<file path="config.mk">
export PLATFORM = sky130hd
export DESIGN_NAME = spi_mf_ctrl
export DESIGN_NICKNAME = d
export VERILOG_FILES = /design/src/rtl/spi_mf_pkg.sv /design/src/rtl/spi_mf_sync.sv /design/src/rtl/spi_mf_baud.sv /design/src/rtl/spi_mf_engine.sv /design/src/rtl/spi_mf_regs.sv /design/src/rtl/spi_mf_ctrl.sv
export SDC_FILE = /design/constraint.sdc
export NUM_CORES = 1
export LEC_CHECK = 0
export ABC_CLOCK_PERIOD_IN_PS = 4100
export BUFFER_PORTS_ARGS = -buffer_cell sky130_fd_sc_hd__buf_2
export CAP_MARGIN = 20
export CORE_MARGIN = 2
export CORE_UTILIZATION = 58
export DETAILED_ROUTE_END_ITERATION = 12
export PLACE_DENSITY = 0.76
export SLEW_MARGIN = 10
export SYNTH_ARGS = -nofsm -noshare
export SYNTH_HDL_FRONTEND = slang
export SYNTH_SLANG_ARGS = --single-unit
</file>
<file path="constraint.sdc">
create_clock -name clk -period 4.1 [get_ports clk]
set_input_delay 0.82 -clock clk [delete_from_list [all_inputs] [get_ports clk]]
set_output_delay 0.82 -clock clk [all_outputs]
set_load 0.005 [all_outputs]
</file>
<file path="src/rtl/spi_mf_pkg.sv">
package spi_mf_pkg;
  localparam logic [1:0] ADDR_DATA = 2'd0;
  localparam logic [1:0] ADDR_CTRL = 2'd1;
  localparam logic [1:0] ADDR_STAT = 2'd2;
  localparam logic [1:0] ADDR_RATE = 2'd3;

  localparam int CTL_MASTER = 0;
  localparam int CTL_CPOL   = 1;
  localparam int CTL_CPHA   = 2;

  localparam int ST_BUSY = 0;
  localparam int ST_DONE = 1;
  localparam int ST_COL  = 2;

  typedef struct packed {
    logic cpha;
    logic cpol;
    logic master;
  } ctrl_t;
endpackage

</file>
<file path="src/rtl/spi_mf_sync.sv">
module spi_mf_sync #(
  parameter int STAGES = 2
) (
  input  logic clk,
  input  logic rst,
  input  logic d,
  output logic q
);
  logic [STAGES-1:0] chain;

  always_ff @(posedge clk) begin
    if (rst) chain <= '1;
    else     chain <= {chain[STAGES-2:0], d};
  end

  assign q = chain[STAGES-1];
endmodule

</file>
<file path="src/rtl/spi_mf_baud.sv">
module spi_mf_baud #(
  parameter int DIV_W = 8
) (
  input  logic             clk,
  input  logic             rst,
  input  logic             run,
  input  logic [DIV_W-1:0] reload,
  output logic             tick
);
  logic [DIV_W-1:0] cnt;
  logic [DIV_W-1:0] lim;

  assign lim  = (reload == '0) ? '0 : reload - DIV_W'(1);
  assign tick = run && (cnt == lim);

  always_ff @(posedge clk) begin
    if (rst || !run) cnt <= '0;
    else if (tick)   cnt <= '0;
    else             cnt <= cnt + DIV_W'(1);
  end
endmodule

</file>
<file path="src/rtl/spi_mf_engine.sv">
module spi_mf_engine #(
  parameter int W = 8
) (
  input  logic         clk,
  input  logic         rst,
  input  logic         start,
  input  logic         abort,
  input  logic         tick,
  input  logic [W-1:0] tx_data,
  input  logic         cpol,
  input  logic         cpha,
  input  logic         miso,
  output logic         busy,
  output logic         sck,
  output logic         sel_n,
  output logic         mosi,
  output logic         fin,
  output logic [W-1:0] rx_data
);
  localparam int EDGES = 2 * W;
  localparam int ECW   = $clog2(EDGES);

  logic [W-1:0]   tx_sr;
  logic [W-1:0]   rx_sr;
  logic [ECW-1:0] edge_cnt;
  logic           lead;
  logic           last;
  logic           smp;
  logic           sh;
  logic           step;

  assign lead = ~edge_cnt[0];
  assign last = (edge_cnt == ECW'(EDGES - 1));
  assign smp  = cpha ? ~lead : lead;
  assign sh   = cpha ? (lead && edge_cnt != '0) : (~lead && !last);
  assign step = busy && tick && !abort;
  assign fin  = step && last;
  assign mosi = busy ? tx_sr[W-1] : 1'b1;

  always_ff @(posedge clk) begin
    if (rst) begin
      busy     <= 1'b0;
      sel_n    <= 1'b1;
      sck      <= 1'b0;
      tx_sr    <= '0;
      rx_sr    <= '0;
      rx_data  <= '0;
      edge_cnt <= '0;
    end else if (abort) begin
      busy  <= 1'b0;
      sel_n <= 1'b1;
      sck   <= cpol;
    end else if (busy) begin
      if (tick) begin
        sck      <= ~sck;
        edge_cnt <= edge_cnt + ECW'(1);
        if (smp) rx_sr <= {rx_sr[W-2:0], miso};
        if (sh)  tx_sr <= {tx_sr[W-2:0], 1'b0};
        if (last) begin
          busy    <= 1'b0;
          sel_n   <= 1'b1;
          rx_data <= smp ? {rx_sr[W-2:0], miso} : rx_sr;
        end
      end
    end else begin
      sck <= cpol;
      if (start) begin
        busy     <= 1'b1;
        sel_n    <= 1'b0;
        tx_sr    <= tx_data;
        edge_cnt <= '0;
      end
    end
  end

  // a frame begins only from an accepted start
  assert_busy_from_start_R5: assert property (@(posedge clk) disable iff (rst)
    $rose(busy) |-> $past(start));

  // every rate tick inside a frame toggles the serial clock
  assert_tick_toggles_sck_R4: assert property (@(posedge clk) disable iff (rst)
    step |=> sck != $past(sck));

  // outside a frame the clock rests at the polarity level
  assert_idle_level_R4: assert property (@(posedge clk) disable iff (rst)
    (!busy && !$past(busy)) |-> sck == $past(cpol));
endmodule

</file>
<file path="src/rtl/spi_mf_regs.sv">
module spi_mf_regs
  import spi_mf_pkg::*;
#(
  parameter int DATA_W = 8,
  parameter int DIV_W  = 8
) (
  input  logic              clk,
  input  logic              rst,
  input  logic              wr_en,
  input  logic [1:0]        wr_addr,
  input  logic [DATA_W-1:0] wr_data,
  input  logic [1:0]        rd_addr,
  output logic [DATA_W-1:0] rd_data,
  input  logic              busy,
  input  logic              fin,
  input  logic              fault,
  input  logic [DATA_W-1:0] rx_data,
  output ctrl_t             ctrl,
  output logic [DIV_W-1:0]  reload,
  output logic              start
);
  logic done;
  logic col;
  logic wr_ctrl;
  logic wr_rate;
  logic wr_stat;

  assign wr_ctrl = wr_en && wr_addr == ADDR_CTRL && !busy;
  assign wr_rate = wr_en && wr_addr == ADDR_RATE && !busy;
  assign wr_stat = wr_en && wr_addr == ADDR_STAT;
  assign start   = wr_en && wr_addr == ADDR_DATA && ctrl.master && !col
                   && !busy && !fault;

  always_ff @(posedge clk) begin
    if (rst) begin
      ctrl   <= '0;
      reload <= '0;
      done   <= 1'b0;
      col    <= 1'b0;
    end else begin
      if (wr_ctrl) begin
        ctrl.master <= wr_data[CTL_MASTER];
        ctrl.cpol   <= wr_data[CTL_CPOL];
        ctrl.cpha   <= wr_data[CTL_CPHA];
      end
      if (fault) ctrl.master <= 1'b0;
      if (wr_rate) reload <= DIV_W'(wr_data);
      if (fin)                           done <= 1'b1;
      else if (start)                    done <= 1'b0;
      else if (wr_stat && wr_data[ST_DONE]) done <= 1'b0;
      if (fault)                         col <= 1'b1;
      else if (wr_stat && wr_data[ST_COL])  col <= 1'b0;
    end
  end

  always_comb begin
    rd_data = '0;
    case (rd_addr)
      ADDR_DATA: rd_data = rx_data;
      ADDR_CTRL: begin
        rd_data[CTL_MASTER] = ctrl.master;
        rd_data[CTL_CPOL]   = ctrl.cpol;
        rd_data[CTL_CPHA]   = ctrl.cpha;
      end
      ADDR_STAT: begin
        rd_data[ST_BUSY] = busy;
        rd_data[ST_DONE] = done;
        rd_data[ST_COL]  = col;
      end
      default: rd_data = DATA_W'(reload);
    endcase
  end

  // a detected fault flags a collision and drops master
  assert_fault_sets_col_R9: assert property (@(posedge clk) disable iff (rst)
    fault |=> (col && !ctrl.master));

  // collision holds unless software clears it
  assert_col_sticky_R10: assert property (@(posedge clk) disable iff (rst)
    (col && !(wr_stat && wr_data[ST_COL])) |=> col);

  // an aborted frame never raises done
  assert_abort_no_done_R11: assert property (@(posedge clk) disable iff (rst)
    (fault && !done) |=> !done);
endmodule

</file>
<file path="src/rtl/spi_mf_ctrl.sv">
module spi_mf_ctrl
  import spi_mf_pkg::*;
#(
  parameter int DATA_W      = 8,
  parameter int DIV_W       = 8,
  parameter int SYNC_STAGES = 2
) (
  input  logic              clk,
  input  logic              rst,
  input  logic              wr_en,
  input  logic [1:0]        wr_addr,
  input  logic [DATA_W-1:0] wr_data,
  input  logic [1:0]        rd_addr,
  output logic [DATA_W-1:0] rd_data,
  output logic              sck_o,
  output logic              sck_oe,
  output logic              mosi_o,
  output logic              mosi_oe,
  input  logic              miso_i,
  input  logic              ss_in_n,
  output logic              sel_n_o
);
  ctrl_t             ctrl;
  logic [DIV_W-1:0]  reload;
  logic [DATA_W-1:0] rx_data;
  logic              start;
  logic              busy;
  logic              fin;
  logic              tick;
  logic              ss_sync;
  logic              fault;

  spi_mf_sync #(.STAGES(SYNC_STAGES)) u_sync (
    .clk(clk), .rst(rst), .d(ss_in_n), .q(ss_sync)
  );

  assign fault = ctrl.master && !ss_sync;

  spi_mf_regs #(.DATA_W(DATA_W), .DIV_W(DIV_W)) u_regs (
    .clk(clk), .rst(rst), .wr_en(wr_en), .wr_addr(wr_addr),
    .wr_data(wr_data), .rd_addr(rd_addr), .rd_data(rd_data),
    .busy(busy), .fin(fin), .fault(fault), .rx_data(rx_data),
    .ctrl(ctrl), .reload(reload), .start(start)
  );

  spi_mf_baud #(.DIV_W(DIV_W)) u_baud (
    .clk(clk), .rst(rst), .run(busy), .reload(reload), .tick(tick)
  );

  spi_mf_engine #(.W(DATA_W)) u_eng (
    .clk(clk), .rst(rst), .start(start), .abort(fault), .tick(tick),
    .tx_data(wr_data), .cpol(ctrl.cpol), .cpha(ctrl.cpha), .miso(miso_i),
    .busy(busy), .sck(sck_o), .sel_n(sel_n_o), .mosi(mosi_o),
    .fin(fin), .rx_data(rx_data)
  );

  assign sck_oe  = ctrl.master;
  assign mosi_oe = ctrl.master;

  // a controller that is not master never runs a frame
  assert_idle_when_not_master_R8: assert property (@(posedge clk) disable iff (rst)
    !ctrl.master |-> !busy);
endmodule

</file>
=== After elaboration in Yosys (flattened, before gate mapping) ===
Index checks and enable logic that the tools add are counted.

* Register bits after elaboration: 54
* Input bits: 17
* Output and inout port bits: 13
* Word-level logic and storage cells: 102

* Add/sub/neg operators: 3
* Eq/ne operators: 11
* Mux-type cells: 30
* Bitwise gates (word level): 3
* Reductions and logical operators: 40

{| class="wikitable"
|+ Operators by type and width
! operator !! number
|-
| $mux 8 || 6
|-
| $logic_and 1x1->1 || 19
|-
| $mux 1 || 19
|-
| $mux 4 || 3
|-
| $pmux 5 s2 || 1
|-
| $pmux 3 s3 || 1
|-
| $reduce_and 3->1 || 3
|-
| $add 8x1->8 const B || 1
|-
| $eq 8x8->1 || 1
|-
| $logic_not 8->1 || 1
|-
| $reduce_and 4->1 || 2
|-
| $sub 8x1->8 const B || 1
|-
| $eq 2x2->1 const B || 3
|-
| $reduce_or 2->1 || 3
|-
| $logic_not 1->1 || 5
|-
| $add 4x1->4 const B || 1
|-
| $eq 2x1->1 const B || 2
|-
| $eq 4x4->1 const B || 1
|-
| $logic_not 2->1 || 2
|-
| $ne 2x2->1 const B || 2
|-
| $reduce_bool 2->1 || 2
|-
| $reduce_bool 4->1 || 1
|-
| $ne 3x1->1 const B || 1
|-
| $not 1->1 || 3
|-
| 3 further kinds || 3
|}

=== Logic depth before layout (Yosys ltp) ===
* Word-level depth: 8
* Depth in mapped cells: 11
* Mapped depth without buffers: 9

=== By module ===
Synthesis repeated with hierarchy kept, for this count alone.

* Cells, all modules: 313
* Area, all modules: 2885.3 um^2

{| class="wikitable"
|+ By module, submodules not included
! module !! instances !! cells an instance !! area each (um^2) !! sequential area each (um^2)
|-
| spi_mf_engine || 1 || 150 || 1470.2 || 620.6
|-
| spi_mf_baud || 1 || 89 || 694.4 || 160.2
|-
| spi_mf_regs || 1 || 68 || 646.9 || 260.2
|-
| spi_mf_sync || 1 || 4 || 52.6 || 40.0
|-
| spi_mf_ctrl || 1 || 2 || 21.3 || 0.0
|}

=== Worst setup path after synthesis ===
No wires, ideal clock.

* Kind: reg-to-reg
* From: register u_regs.reload[0]
* To: register u_eng.edge_cnt[3]
* Setup time: 70 ps
* Arrival: 3118 ps
* Data required time: 4030 ps
* Path slack: 913 ps
* Stages on the path, launching flop included: 11
* Buffers on the path: 2
* Period minus slack after synthesis: 3187 ps
* Cell sequence: dfxtp_1 inv_1 ha_1 buf_2 or4b_4 or4_1 a311o_1 or4_1 buf_2 or3_1 a21oi_1

* Word-level cells in the longest chain between the ends: 6
* Elaborated cells on any way between the ends: 7
* Those cells by class: add/sub: 1; eq/ne: 2; mux: 1; reduce/logical: 3

{| class="wikitable"
|+ RTL lines
! what !! line !! source
|-
| start, declared || spi_mf_regs.sv:19 || <nowiki>output logic [DIV_W-1:0] reload,</nowiki>
|-
| start signal, assigned || spi_mf_regs.sv:47 || <nowiki>if (wr_rate) reload <= DIV_W'(wr_data);</nowiki>
|-
| $sub 8x1->8 or $logic_not 8->1 (tied branches) || spi_mf_baud.sv:13 || <nowiki>assign lim = (reload == '0) ? '0 : reload - DIV_W'(1);</nowiki>
|-
| $mux 8 (*) || spi_mf_baud.sv:13 ||
|-
| $eq 8x8->1 (*) || spi_mf_baud.sv:14 || <nowiki>assign tick = run && (cnt == lim);</nowiki>
|-
| $logic_and 1x1->1 (*) || spi_mf_baud.sv:14 ||
|-
| $ne 2x1->1 (no source line) (*) || n/a ||
|-
| $reduce_and 3->1 (no source line) (*) || n/a ||
|-
| end signal, assigned || spi_mf_engine.sv:56 || <nowiki>edge_cnt <= edge_cnt + ECW'(1);</nowiki>
|-
| end, declared || spi_mf_engine.sv:25 || <nowiki>logic [ECW-1:0] edge_cnt;</nowiki>
|}

Every way passes the cells marked *; elsewhere a longest branch is shown, timed or not.
A chain may end at the register's enable or synchronous reset.

=== Final worst setup path ===
* From: register u_regs.reload[0]
* To: register u_eng.rx_sr[6]

* Word-level cells in the longest chain between the ends: 5
* Elaborated cells on any way between the ends: 6
* Those cells by class: add/sub: 1; eq/ne: 1; mux: 1; reduce/logical: 3

{| class="wikitable"
|+ RTL lines
! what !! line !! source
|-
| $sub 8x1->8 or $logic_not 8->1 (tied branches) || spi_mf_baud.sv:13 ||
|-
| $mux 8 (*) || spi_mf_baud.sv:13 ||
|-
| $eq 8x8->1 (*) || spi_mf_baud.sv:14 ||
|-
| $logic_and 1x1->1 (*) || spi_mf_baud.sv:14 ||
|-
| $reduce_and 3->1 (no source line) (*) || n/a ||
|-
| end signal, assigned || spi_mf_engine.sv:57 || <nowiki>if (smp) rx_sr <= {rx_sr[W-2:0], miso};</nowiki>
|-
| end, declared || spi_mf_engine.sv:24 || <nowiki>logic [W-1:0] rx_sr;</nowiki>
|}

Marked as above.

==> flow_metrics.tcl <==
set metrics [dict create \
    status "finished, final reports clean" \
    gr-usage-met2_pct 41.1 \
    synth_compound_area_share_pct 18.9 \
    start_util_pct 59.9 \
    die_w_um 73.6 \
    core_um2 4690 \
    synth_top_family_by_area "simple AND/OR/NAND/NOR gates" \
    clock-root-buffer "clkbuf_8" \
    hold_class "reg2reg" \
    routabilityCongestion 0.869 \
    die-area_um2 5420 \
    drt-vias-per-instance 6.15 \
    skew_ps 6.09 \
    cts_setup_buffers 0 \
    port_buffers 29 \
    rsz0062_at_grt "no" \
    drv_slew 0 \
    syn_area_per_cell_um2 8.68 \
    placedCellCount 390 \
    first_pass_iters 4 \
    num_rows 25 \
    fin_util_pct 65.8 \
    drc 0 \
    cp-end-kind "flip-flop" \
    drive_gt1_share_pct 15.1 \
    relSlewSlack_pct 45.4 \
    yosys_warnings 0 \
    path_class "reg2reg" \
    gr-usage-met3_pct 4.39 \
    cp_cell_sequence "inv_1 > ha_1 > or4b_4 > or4_1 > a311o_1 > or4_1 > nor2_2 > mux2i_1" \
    grt_pass1_wl_um 10400 \
    synth-xor-area-share_pct 4.05 \
    hpwl_um 4720 \
    p_leak_nw 1.14 \
    min_period_ps 3590 \
    cpMostUsedCell "or4_1" \
    grt-busiest-layer "met2" \
    cts_tree "yes" \
    mostFrequentLayoutCell "dfxtp_1" \
    synth_area_um2 2810 \
    setup_violations 0 \
    vias 2448 \
    insertion_delay_ps 320 \
    max_cap_violations 0 \
    grt_usage_pct 25.3 \
    htreeDepth 2 \
    drtIter0Drc 189 \
    ys_types 48 \
    final_nets 364 \
    postSynthCellCount 324 \
    syn_to_final_growth_pct 9.74 \
    met1_usage_pct 31.8 \
    ios 30 \
    yosys_register_bits 54 \
    synth_seq_area_share_pct 38.4 \
    critPathSlowestCell "or4_1" \
    cts.path.max_buffers 2 \
    fmax_mhz 279 \
    cpPeakStageDelay_ps 720 \
    antenna_left 0 \
    crit_path_start_kind "flip-flop" \
    cts_inserted_buffers 5 \
    final_cell_mix "dfxtp_1 (54), nand2_1 (40), buf_2 (29), a21oi_1 (27), mux2i_1 (24)" \
    grt_max_degree 28 \
    ys_async_sr_fraction_pct 0 \
    synth_top_flop_cell "dfxtp_1" \
    tightestPinTransition_ps 811 \
    clkTransAtPathRegs_ps 100 \
    ctsResizeCount 0 \
    yosys.area_share.adder_pct 1.78 \
    syn-num-nets 345 \
    holdBufCountCts 0 \
    routed_wirelength_um 6490 \
    hold_violations 0 \
    min_from "u_sync.chain[0]" \
    antennaDiodeCount 0 \
    synth_edf_count 0 \
    antenna_found_initial 0 \
    grt_pass1_vias 2216 \
    rr_startpoint "u_regs.reload[0]" \
    die_h_um 73.6 \
    cp_max_fo 10 \
    required_ps 4350 \
    startpoint "u_regs.reload[0]" \
    layout.cells.non_filler 398 \
    synth_mux_area_share_pct 10.9 \
    min_period_over_period_pct 87.6 \
    cts.sink_count 54 \
    peakVddDrop_v 0.000177 \
    synthSimpleGateAreaFrac_pct 21.7 \
    routedWlPerCell_um 16.3 \
    cp.arrival_ps 3840 \
    cellPowerDensity_nw_per_um2 326 \
    fin_setup_tns_ps 0 \
    grt_overflow 0 \
]
-- cell usage after synthesis, types with 6 or more instances --
cell type,count,area share [%]
nand3_1,15,2.7
a21oi_1,27,4.8
nand2b_1,6,1.3
dfxtp_1,54,38
xor2_1,8,2.5
inv_1,9,1.2
nand2_1,40,5.3
nor3_1,7,1.2
a311oi_1,11,3.4
o2bb2ai_1,7,2.2
mux2i_1,24,8.5
o21ai_0,9,1.6
clkbuf_1,12,1.6
nor2_1,15,2.0
-- power by group --
group,internal [mW],total [mW],switching (mW)
Sequential,0.530,0.538,0.00845
Clock,0.186,0.370,0.184
Combinational,0.0412,0.0986,0.0575
-- cell type report --
class,count,area [µm²]
timing repair buffer,32,168
clock buffer,5,68.8
sequential,54,1080
fill,391,1610
clock inverter,3,48.8
tap,54,67.6
inverter,9,33.8
multi-input combinational,241,1620
-- metal layers --
metal | wire (µm) | up-vias
met5 | 0 | -
met4 | 201 | 0
met3 | 299 | 15
met2 | 3170 | 74
met1 | 2820 | 1145
li1 | - | 1214
-- metrics by stage --
step / hold WS [ps] / cell area [µm²] / worst slack, ps / total power, mW
6_report: 420 / 3090 / 510 / 1.01
5_1_grt: 456 / 3090 / 341 / 1.05
4_1_cts: 422 / 3090 / 522 / 1.02
3_5_place_dp: 397 / 2970 / 533 / 0.647
3_3_place_gp: 395 / 2970 / 646 / 0.645
2_1_floorplan: 389 / 2810 / 913 / 0.616
-- flip-flops by register name, indices dropped and copies added (netlist names), 2 cells and up --
signal / flops
u_baud.cnt: 8
u_eng.rx_data: 8
u_eng.rx_sr: 8
u_eng.tx_sr: 8
u_regs.reload: 8
u_eng.edge_cnt: 4
u_regs.ctrl: 3
u_sync.chain: 2
-- final timing paths --
check                                  endpoint  slack [ps]  depth (start not counted)
worst max register to register   u_eng.rx_sr[6]         510                          8
worst min-delay path            u_sync.chain[1]         420                          1
worst min register to register  u_sync.chain[1]         420                          1
worst max-delay path             u_eng.rx_sr[6]         510                          8
-- critical path, delay by kind of cell, from the launching register on --
family          cells  cell delay (ps)
fa+ha+maj           1              320
compound gates      1              430
flops               1              380
mux                 1              230
buf+inv             1              110
simple gates        4             2040
-- logic make-up (layout without fill, tap and decap cells) --
| family | after synthesis | in the layout |
|---|---|---|
| AOI/OAI and AO/OA | 77 | 77 |
| adders and majority gates | 4 | 4 |
| and+or+nand+nor | 120 | 120 |
| DFF | 54 | 54 |
| xor gates and xnor gates | 13 | 13 |
| muxes | 27 | 27 |
| buffers and inverters | 29 | 49 |
Note: power is estimated with default switching activity, not from simulation.
